`src/rtl/intc_pkg.sv`:
```
package intc_pkg;
  localparam int NUM_SRC  = 5;
  localparam int LVL_W    = 2;
  localparam int NUM_LVL  = 1 << LVL_W;
  localparam int IDX_W    = $clog2(NUM_SRC);
  localparam int REG_W    = 8;
  localparam int VEC_W    = 16;
  localparam int VEC_BASE = 3;
  localparam int VEC_STEP = 8;

  typedef enum logic [1:0] {
    SEL_ENABLE = 2'd0,
    SEL_PRI_LO = 2'd1,
    SEL_PRI_HI = 2'd2,
    SEL_NONE   = 2'd3
  } reg_sel_e;

  function automatic logic [VEC_W-1:0] vec_of(input logic [IDX_W-1:0] idx);
    return VEC_W'(VEC_BASE) + VEC_W'(idx) * VEC_W'(VEC_STEP);
  endfunction
endpackage

```
`src/rtl/intc_regs.sv`:
```
module intc_regs
  import intc_pkg::*;
#(
  parameter int N_SRC = NUM_SRC,
  parameter int DW    = REG_W
) (
  input  logic             clk,
  input  logic             rst,
  input  logic             we,
  input  logic [1:0]       sel,
  input  logic [DW-1:0]    wdata,
  output logic             glob_en,
  output logic [N_SRC-1:0] src_en,
  output logic [N_SRC-1:0] pri_lo,
  output logic [N_SRC-1:0] pri_hi,
  output logic [DW-1:0]    rdata
);
  localparam int PAD_EN = DW - 1 - N_SRC;
  localparam int PAD_PR = DW - N_SRC;

  logic [DW-1:0] rd_mux;

  always_ff @(posedge clk) begin
    if (rst) begin
      glob_en <= 1'b0;
      src_en  <= '0;
      pri_lo  <= '0;
      pri_hi  <= '0;
    end else if (we) begin
      case (reg_sel_e'(sel))
        SEL_ENABLE: begin
          glob_en <= wdata[DW-1];
          src_en  <= wdata[N_SRC-1:0];
        end
        SEL_PRI_LO: pri_lo <= wdata[N_SRC-1:0];
        SEL_PRI_HI: pri_hi <= wdata[N_SRC-1:0];
        default: ;
      endcase
    end
  end

  always_comb begin
    case (reg_sel_e'(sel))
      SEL_ENABLE: rd_mux = {glob_en, {PAD_EN{1'b0}}, src_en};
      SEL_PRI_LO: rd_mux = {{PAD_PR{1'b0}}, pri_lo};
      SEL_PRI_HI: rd_mux = {{PAD_PR{1'b0}}, pri_hi};
      default:    rd_mux = '0;
    endcase
  end

  always_ff @(posedge clk) begin
    if (rst) rdata <= '0;
    else     rdata <= rd_mux;
  end
endmodule

```
`src/rtl/intc_arb.sv`:
```
module intc_arb
  import intc_pkg::*;
#(
  parameter int N_SRC = NUM_SRC,
  parameter int LW    = LVL_W,
  parameter int IW    = IDX_W
) (
  input  logic [N_SRC-1:0] pend,
  input  logic [N_SRC-1:0] pri_lo,
  input  logic [N_SRC-1:0] pri_hi,
  output logic             any,
  output logic [IW-1:0]    best_idx,
  output logic [LW-1:0]    best_lvl
);
  logic [LW-1:0] lvl [N_SRC];

  for (genvar g = 0; g < N_SRC; g++) begin : g_lvl
    assign lvl[g] = {pri_hi[g], pri_lo[g]};
  end

  // Scan from the last index down; ">=" lets a lower index win ties.
  always_comb begin
    any      = 1'b0;
    best_idx = '0;
    best_lvl = '0;
    for (int i = N_SRC - 1; i >= 0; i--) begin
      if (pend[i] && (!any || lvl[i] >= best_lvl)) begin
        any      = 1'b1;
        best_idx = IW'(i);
        best_lvl = lvl[i];
      end
    end
  end
endmodule

```
`src/rtl/intc_lvl.sv`:
```
module intc_lvl
  import intc_pkg::*;
#(
  parameter int N_LVL = NUM_LVL,
  parameter int LW    = LVL_W
) (
  input  logic             clk,
  input  logic             rst,
  input  logic             set_en,
  input  logic [LW-1:0]    set_lvl,
  input  logic             clr_top,
  output logic [N_LVL-1:0] insvc,
  output logic             active,
  output logic [LW-1:0]    top_lvl
);
  always_comb begin
    active  = 1'b0;
    top_lvl = '0;
    for (int l = 0; l < N_LVL; l++) begin
      if (insvc[l]) begin
        active  = 1'b1;
        top_lvl = LW'(l);
      end
    end
  end

  always_ff @(posedge clk) begin
    if (rst) begin
      insvc <= '0;
    end else begin
      if (clr_top && active) insvc[top_lvl] <= 1'b0;
      if (set_en)            insvc[set_lvl] <= 1'b1;
    end
  end
endmodule

```
`src/rtl/intc_top.sv`:
```
module intc_top
  import intc_pkg::*;
#(
  parameter int N_SRC = NUM_SRC,
  parameter int LW    = LVL_W,
  parameter int DW    = REG_W,
  parameter int VW    = VEC_W
) (
  input  logic                  clk,
  input  logic                  rst,
  input  logic [N_SRC-2:0]      src_req,
  input  logic                  rx_flag,
  input  logic                  tx_flag,
  input  logic                  reti,
  input  logic                  reg_we,
  input  logic [1:0]            reg_sel,
  input  logic [DW-1:0]         reg_wdata,
  output logic [DW-1:0]         reg_rdata,
  output logic                  irq_take,
  output logic [VW-1:0]         irq_vector,
  output logic [$clog2(N_SRC)-1:0] irq_src,
  output logic [LW-1:0]         irq_level,
  output logic [(1<<LW)-1:0]    in_service
);
  localparam int IW    = $clog2(N_SRC);
  localparam int N_LVL = 1 << LW;

  logic             glob_en;
  logic [N_SRC-1:0] src_en, pri_lo, pri_hi;
  logic [N_SRC-1:0] raw_req, pend;
  logic             any;
  logic [IW-1:0]    best_idx;
  logic [LW-1:0]    best_lvl;
  logic             active;
  logic [LW-1:0]    top_lvl;
  logic             grant;

  intc_regs #(.N_SRC(N_SRC), .DW(DW)) u_regs (
    .clk(clk), .rst(rst), .we(reg_we), .sel(reg_sel), .wdata(reg_wdata),
    .glob_en(glob_en), .src_en(src_en), .pri_lo(pri_lo), .pri_hi(pri_hi),
    .rdata(reg_rdata)
  );

  assign raw_req = {rx_flag | tx_flag, src_req};
  assign pend    = raw_req & src_en & {N_SRC{glob_en}};

  intc_arb #(.N_SRC(N_SRC), .LW(LW), .IW(IW)) u_arb (
    .pend(pend), .pri_lo(pri_lo), .pri_hi(pri_hi),
    .any(any), .best_idx(best_idx), .best_lvl(best_lvl)
  );

  assign grant = any && !reti && (!active || best_lvl > top_lvl);

  intc_lvl #(.N_LVL(N_LVL), .LW(LW)) u_lvl (
    .clk(clk), .rst(rst), .set_en(grant), .set_lvl(best_lvl), .clr_top(reti),
    .insvc(in_service), .active(active), .top_lvl(top_lvl)
  );

  always_ff @(posedge clk) begin
    if (rst) begin
      irq_take   <= 1'b0;
      irq_vector <= '0;
      irq_src    <= '0;
      irq_level  <= '0;
    end else begin
      irq_take <= grant;
      if (grant) begin
        irq_vector <= VW'(vec_of(IDX_W'(best_idx)));
        irq_src    <= best_idx;
        irq_level  <= best_lvl;
      end
    end
  end
endmodule

```
`config.mk`:
```
export PLATFORM = sky130hd
export DESIGN_NAME = intc_top
export DESIGN_NICKNAME = d
export VERILOG_FILES = /design/src/rtl/intc_pkg.sv /design/src/rtl/intc_regs.sv /design/src/rtl/intc_arb.sv /design/src/rtl/intc_lvl.sv /design/src/rtl/intc_top.sv
export SDC_FILE = /design/constraint.sdc
export NUM_CORES = 1
export LEC_CHECK = 0
export ABC_AREA = 0
export BUFFER_PORTS_ARGS = -buffer_cell sky130_fd_sc_hd__buf_2
export CAP_MARGIN = 20
export CORE_AREA = 2 2 80 82
export CTS_CLUSTER_SIZE = 8
export DETAILED_ROUTE_END_ITERATION = 7
export DIE_AREA = 0 0 82 84
export GPL_TIMING_DRIVEN = 1
export SYNTH_ARGS = -nofsm -noshare
export SYNTH_HDL_FRONTEND = slang
export SYNTH_SLANG_ARGS = --single-unit
```
`constraint.sdc`:
```
create_clock -name clk -period 10.85 [get_ports clk]
set_clock_uncertainty 0.2 [all_clocks]
set_input_delay 0.5425 -clock clk [delete_from_list [all_inputs] [get_ports clk]]
set_output_delay 0.5425 -clock clk [all_outputs]
set_load 0.005 [all_outputs]
```
Yosys cells after proc, flatten, opt, wreduce, memory -nomap -nowiden
Cells that the tools add are included.
{"block": "totals", "regBits": 50, "latch_bits": 0, "ramBits": 0, "mem_bits_ro": 0, "inputBits": 20, "out_inout_bits": 34, "wordCells": 82, "memories": 0}
{"block": "op_classes", "addsub": 1, "multipliers": 0, "div_mod_pow": 0, "order_cmp": 9, "n_eq_ne": 2, "n_shift": 0, "n_mux": 30, "n_bitwise": 6, "reduce_logical": 24}
{"op": "8-bit one-hot mux with 3 select lines", "n": 1}
{"op": "3-bit two-way mux", "n": 5}
{"op": "2-bit two-way mux", "n": 7}
{"op": "1-bit two-way mux", "n": 12}
{"op": "4-bit two-way mux", "n": 3}
{"op": "5-bit bitwise AND", "n": 2}
{"op": "1-bit logical AND", "n": 9}
{"op": "2-bit greater-or-equal comparator", "n": 4}
{"op": "2-bit by 6-bit adder with 7-bit output (first input constant)", "n": 1}
{"op": "1-bit logical NOT", "n": 6}
{"op": "2-bit by 3-bit < comparator with 1-bit output (second input constant)", "n": 2}
{"op": "2-bit AND reduction", "n": 3}
{"op": "1-bit logical OR", "n": 5}
{"op": "4-bit bitwise AND", "n": 1}
{"op": "1-bit demux with 2-bit select", "n": 2}
{"op": "2-bit by 1-bit greater-or-equal comparator with 1-bit output (second input constant)", "n": 2}
{"op": "4-bit inverter", "n": 1}
{"op": "4-bit bitwise OR", "n": 1}
{"op": "2-bit by 1-bit equality test with 1-bit output (second input constant)", "n": 1}
{"op": "2-bit equality test (second input constant)", "n": 1}
{"op": "2-bit greater-than comparator", "n": 1}
{"op": "2-bit logical NOT", "n": 1}
{"op": "1-bit bitwise OR", "n": 1}

Logic depth before layout (Yosys ltp)
{"block": "depth", "ltp_word": 26, "ltp_mapped": 35, "ltp_nobuf": 34}

Cells and area by module
Synthesis repeated with hierarchy kept, for this count alone.
{"block": "hier_totals", "hier_cells": 226, "hier_area_um2": 2102.0}
{"module": "intc_regs", "n_inst": 1, "cells_each": 87, "area_each_um2": 933.4, "seq_area_each_um2": 440.4}
{"module": "intc_top", "n_inst": 1, "cells_each": 55, "area_each_um2": 514.2, "seq_area_each_um2": 140.1}
{"module": "intc_arb", "n_inst": 1, "cells_each": 64, "area_each_um2": 474.2, "seq_area_each_um2": 0.0}
{"module": "intc_lvl", "n_inst": 1, "cells_each": 20, "area_each_um2": 180.2, "seq_area_each_um2": 80.1}

Least setup slack after synthesis
Ideal clock, no wire load.
{"block": "synth_timing", "path_kind": "in2reg", "start": "input tx_flag", "end": "register u_lvl.insvc[3]", "setup_time_ns": 0.129, "arrival_time_ns": 6.524, "required_ns": 10.521, "setup_slack_ns": 3.997, "stages": 33, "n_path_buf": 1, "cell_sequence": "o21a_1 > and3_1 > ha_1 > nand2b_1 > a21oi_1 > a21oi_2 > a22o_1 > ha_1 > nand2b_1 > a221oi_2 > nor2_2 > a221oi_2 > nor2_1 > ha_1 > nand2b_1 > a21oi_1 > a21oi_2 > o31ai_1 > ha_1 > nand2b_1 > a21oi_1 > a21boi_4 > mux2_1 > a21o_1 > ha_1 > nor2b_1 > o21ai_0 > a21oi_1 > o21ai_0 > clkbuf_1 > inv_1 > nand2_2 > o32ai_1"}
{"block": "synth_between", "elab_chain_len": 26, "elab_cells_between_ends": 40, "classes_between": "order compare: 7; mux: 13; bitwise: 4; reduce/logical: 16"}
{"item": "start: declaration", "line": "intc_top.sv:13", "text": "input logic tx_flag,"}
{"item": "1-bit bitwise OR (*)", "line": "intc_top.sv:44", "text": "assign raw_req = {rx_flag | tx_flag, src_req};"}
{"item": "5-bit bitwise AND (*) (2 in a row)", "line": "intc_top.sv:45", "text": "assign pend = raw_req & src_en & {N_SRC{glob_en}};"}
{"item": "2-bit two-way mux or 1-bit two-way mux (tied branches)", "line": "intc_arb.sv:27", "text": "if (pend[i] && (!any || lvl[i] >= best_lvl)) begin"}
{"item": "2-bit greater-or-equal comparator or 1-bit logical NOT (tied branches)", "line": "intc_arb.sv:27"}
{"item": "1-bit logical OR", "line": "intc_arb.sv:27"}
{"item": "1-bit logical AND", "line": "intc_arb.sv:27"}
{"item": "2-bit two-way mux or 1-bit two-way mux (tied branches)", "line": "intc_arb.sv:27"}
{"item": "2-bit greater-or-equal comparator or 1-bit logical NOT (tied branches)", "line": "intc_arb.sv:27"}
{"item": "[10 not listed]"}
{"item": "2-bit two-way mux (*)", "line": "intc_arb.sv:27"}
{"item": "net best_lvl[1]", "line": "intc_top.sv:33", "text": "logic [LW-1:0] best_lvl;"}
{"item": "2-bit by 3-bit < comparator with 1-bit output (not written as such) or 2-bit by 1-bit greater-or-equal comparator with 1-bit output (tied branches)", "line": "intc_lvl.sv:32", "text": "if (set_en) insvc[set_lvl] <= 1'b1;"}
{"item": "1-bit logical AND (not written as such)", "line": "intc_lvl.sv:32"}
{"item": "1-bit two-way mux (not written as such)", "line": "intc_lvl.sv:32"}
{"item": "1-bit demux with 2-bit select"}
{"item": "4-bit bitwise OR (no line)"}
{"item": "4-bit two-way mux (*)", "line": "intc_lvl.sv:32"}
{"item": "end signal: assignment", "line": "intc_lvl.sv:29", "text": "insvc <= '0;"}
{"item": "end signal: indexed assignment", "line": "intc_lvl.sv:31", "text": "if (clr_top && active) insvc[top_lvl] <= 1'b0;"}
{"item": "end signal: indexed assignment", "line": "intc_lvl.sv:32"}
{"item": "end: declaration", "line": "intc_lvl.sv:12", "text": "output logic [N_LVL-1:0] insvc,"}
Mark *: on every way through the listed nets, which the timed path passes. The rest lies on a longest branch.
A chain may end at the register's enable or synchronous reset.

Worst setup path after layout
{"block": "layout_timing", "start": "register u_regs.glob_en", "end": "register irq_src[0]"}
{"block": "layout_between", "elab_chain_len": 21, "elab_cells_between_ends": 35, "classes_between": "order compare: 5; mux: 14; bitwise: 1; reduce/logical: 15"}
{"item": "start: declaration", "line": "intc_regs.sv:12", "text": "output logic glob_en,"}
{"item": "start signal: assignment", "line": "intc_regs.sv:32", "text": "glob_en <= wdata[DW-1];"}
{"item": "5-bit bitwise AND (*)", "line": "intc_top.sv:45"}
{"item": "2-bit two-way mux or 1-bit two-way mux (tied branches)", "line": "intc_arb.sv:27"}
{"item": "2-bit greater-or-equal comparator or 1-bit logical NOT (tied branches)", "line": "intc_arb.sv:27"}
{"item": "1-bit logical OR", "line": "intc_arb.sv:27"}
{"item": "1-bit logical AND", "line": "intc_arb.sv:27"}
{"item": "2-bit two-way mux or 1-bit two-way mux (tied branches)", "line": "intc_arb.sv:27"}
{"item": "2-bit greater-or-equal comparator or 1-bit logical NOT (tied branches)", "line": "intc_arb.sv:27"}
{"item": "1-bit logical OR", "line": "intc_arb.sv:27"}
{"item": "[5 not listed]"}
{"item": "2-bit two-way mux or 1-bit two-way mux (tied branches)", "line": "intc_arb.sv:27"}
{"item": "2-bit greater-or-equal comparator or 1-bit logical NOT (tied branches)", "line": "intc_arb.sv:27"}
{"item": "1-bit logical OR", "line": "intc_arb.sv:27"}
{"item": "1-bit logical AND", "line": "intc_arb.sv:27"}
{"item": "2-bit two-way mux", "line": "intc_arb.sv:27"}
{"item": "2-bit greater-than comparator", "line": "intc_top.sv:52", "text": "assign grant = any && !reti && (!active || best_lvl > top_lvl);"}
{"item": "1-bit logical OR", "line": "intc_top.sv:52"}
{"item": "1-bit logical AND", "line": "intc_top.sv:52"}
{"item": "end signal: assignment", "line": "intc_top.sv:69", "text": "irq_src <= best_idx;"}
{"item": "end: declaration", "line": "intc_top.sv:21", "text": "output logic [$clog2(N_SRC)-1:0] irq_src,"}
Every way passes the cells marked *; elsewhere a longest branch is shown, timed or not.

==> reports/results.ini <==
[cells_and_area]
antenna_cells=0
drive_gt1_share_pct=25.9
multiInputGateArea_mm2=0.00113
final_util_pct=37.0
n_fill_cell=661
area_delta_synth_final_pct=14.6
finalNetCount=288
fin_area_mm2=0.00225
seqCellArea_um2=661

[global_routing]
first_global_vias=1482
antenna_found_initial=0
grt_max_degree=36
grt_overflow_total=0
grt_use_total_pct=12.9
grt_pass1_wl_um=6820

[logic_synthesis]
yosys_warnings=0
synth_ff_type=dfxtp_1
netlist_area_mm2=0.00197
yosysUniqueCellTypes=47
yosysTopAreaCell=dfxtp_1
ys_top_cells_by_count=33 x dfxtp_1, 32 x nor2_1, 20 x a21oi_1
yosys-top-cells-area=dfxtp_1 34%, mux2i_1 8.7%, buf_4 6.5%
avgSynthCellArea_um2=8.66
synth.top_cell.area_share_pct=33.6
ys_seq_area_share_pct=33.6
async_reset_ff_share_pct=0
synthCells=227
yosysMostFrequentCell=dfxtp_1
ys_ff_latch=33
synth_edf_count=0

[timing]
slew_headroom_pct=54.0
hold_violations=0
fmax_mhz=137
fin_crit_ns=7.28
slew_viol_final=0
finalCritPeriodShare_pct=67.1
hold_slack_ns=0.251
tns_ns=0
setup_violations=0
worst_pin_slew_ns=0.688
rsz0062_at_grt=false

[cts]
cts_resized=0
cts_max_level=2
postCtsSetupBuffers=0
insertion_delay_ns=0.29
clk_pin_slew_ns=0.07
cts-hold-fix-buffers=0
cts_buffers=5
cts_root_buf=clkbuf_8
clock_tree.buffer_depth=2
cts.sinks=33
tritoncts=done

[critical_path]
reg2reg_depth=32
cp-start-kind=flop
critPathMaxFanout=10
crit_family=compound AO/OA/AOI/OAI gates
max_stage_delay_ns=0.62
worst_path_max_delay_cell=dfxtp_1
r2r-end=irq_src[0]
worst-path-buf-inv=2
ff2ff_setup_slack_ns=3.57
crit_path_end_kind=flop
crit_required_ns=10.87
critical_path_class=reg -> reg
arrival_ns=7.30
reg2reg_from=u_regs.glob_en

[drt]
drc_errors=0
routed_wirelength_um=4090
avgRoutedWirePerCell_um=12.2
num_vias=1573
first_iter_violations=61
via_per_inst=4.68
ant_nets=0
firstDrtPassIters=4

[floorplan]
die_area_mm2=0.00689
row_count=29
pin_count=54
die_y_um=84
die_x_um=82
start_util_pct=32.3
core_mm2=0.00610

[outcome]
outcome=complete, no violations

[power]
powerDensity_mw_per_mm2=119
p_leak_nw=0.983
vdd_ir_drop_max_uv=51.1

[placement]
io_buffers=38
placed_area_mm2=0.00213
dp_hpwl_um=3090
place_congestion=0.743

[hold_path]
worstHoldPathCells=2
hold_path_startpoint=irq_level[1]
min_path_type=reg -> reg
holdPathEnd=irq_level[1]

[flow_run]
max_cap_violations=0

-- flip-flops by register name, summed over array words and instances (netlist names) --
name and flops:
irq_take 1, irq_vector 1, u_regs.glob_en 1, u_lvl.insvc 4, irq_src 3, u_regs.rdata 6
u_regs.pri_hi 5, u_regs.pri_lo 5, irq_level 2, u_regs.src_en 5
-- layout make-up --
class	instances	area share (%)
Multi-Input combinational cell	167	50.3
Sequential cell	33	29.3
Timing Repair Buffer	39	8.77
Tap cell	77	4.28
Clock buffer	6	3.66
Inverter	12	2.00
Clock inverter	2	1.67
-- metrics by stage --
| step | cells | power [mW] | setup WS, ns |
|---|---|---|---|
| floorplan | 239 | 0.145 | 4.00 |
| global placement | 328 | 0.148 | 3.45 |
| detailed placement | 328 | 0.148 | 3.38 |
| CTS | 336 | 0.272 | 3.53 |
| global route | 336 | 0.281 | 3.05 |
| finish | 336 | 0.268 | 3.57 |
-- metal layers --
| metal | routed length, um | share of wire (%) | GRT usage [%] | vias up |
|---|---|---|---|---|
| li1 | - | - | - | 813 |
| met5 | 0 | 0 | 0 | - |
| met3 | 186 | 4.6 | 3.25 | 8 |
| met1 | 1910 | 47 | 16.1 | 713 |
| met4 | 65 | 1.6 | 4.55 | 0 |
| met2 | 1930 | 47 | 21.1 | 39 |
-- worst reg2reg max path, delay by kind of cell, from the launching register on --
kind | cells | cell delay (ns)
buffers and inverters | 2 | 0.28
AO/OA/AOI/OAI | 15 | 3.30
adder cells (fa/ha/maj) | 5 | 1.35
flip-flops | 1 | 0.62
AND/OR/NAND/NOR | 10 | 1.48
-- how the worst max path moves through the flow --
stage	cells after the start	slack [ns]	startpoint	end
floorplan	33	4.00	tx_flag	u_lvl.insvc[3]
global placement	34	3.45	tx_flag	u_lvl.insvc[0]
detailed placement	34	3.38	tx_flag	irq_src[0]
CTS	32	3.53	u_regs.glob_en	irq_src[0]
global route	32	3.05	u_regs.glob_en	irq_src[0]
finish	32	3.57	u_regs.glob_en	irq_src[0]
-- report_power, final --
| group | switching [mW] | total [mW] | internal [mW] | leakage [nW] |
|---|---|---|---|---|
| Clock | 0.0485 | 0.123 | 0.0747 | 0.0574 |
| Sequential | 0.00280 | 0.126 | 0.124 | 0.267 |
| Combinational | 0.0117 | 0.0190 | 0.00729 | 0.658 |
| Total | 0.0630 | 0.268 | 0.205 | 0.983 |
-- cell families after synthesis --
| group | Yosys count | synth area share, % |
|---|---|---|
| DFF | 33 | 33.6 |
| adders and majority gates | 10 | 6.36 |
| AOI/OAI and AO/OA | 47 | 18.8 |
| and+or+nand+nor | 79 | 20.8 |
| muxes | 18 | 9.22 |
| other | 1 | 0.191 |
| buffers and inverters | 39 | 11.1 |
-- cells in the final DEF, fill, tap and decap left out, types with 3 or more instances in the layout --
master	count
inv_1	11
nand2_1	13
mux2i_1	17
nand3_1	6
conb_1	13
a211oi_1	3
nor2b_1	3
ha_1	10
o21ai_0	4
buf_2	38
a21oi_1	20
clkbuf_8	6
and3_1	3
nand2b_1	5
nor2_1	32
dfxtp_1	33
Power figures use the tool's default switching activity.
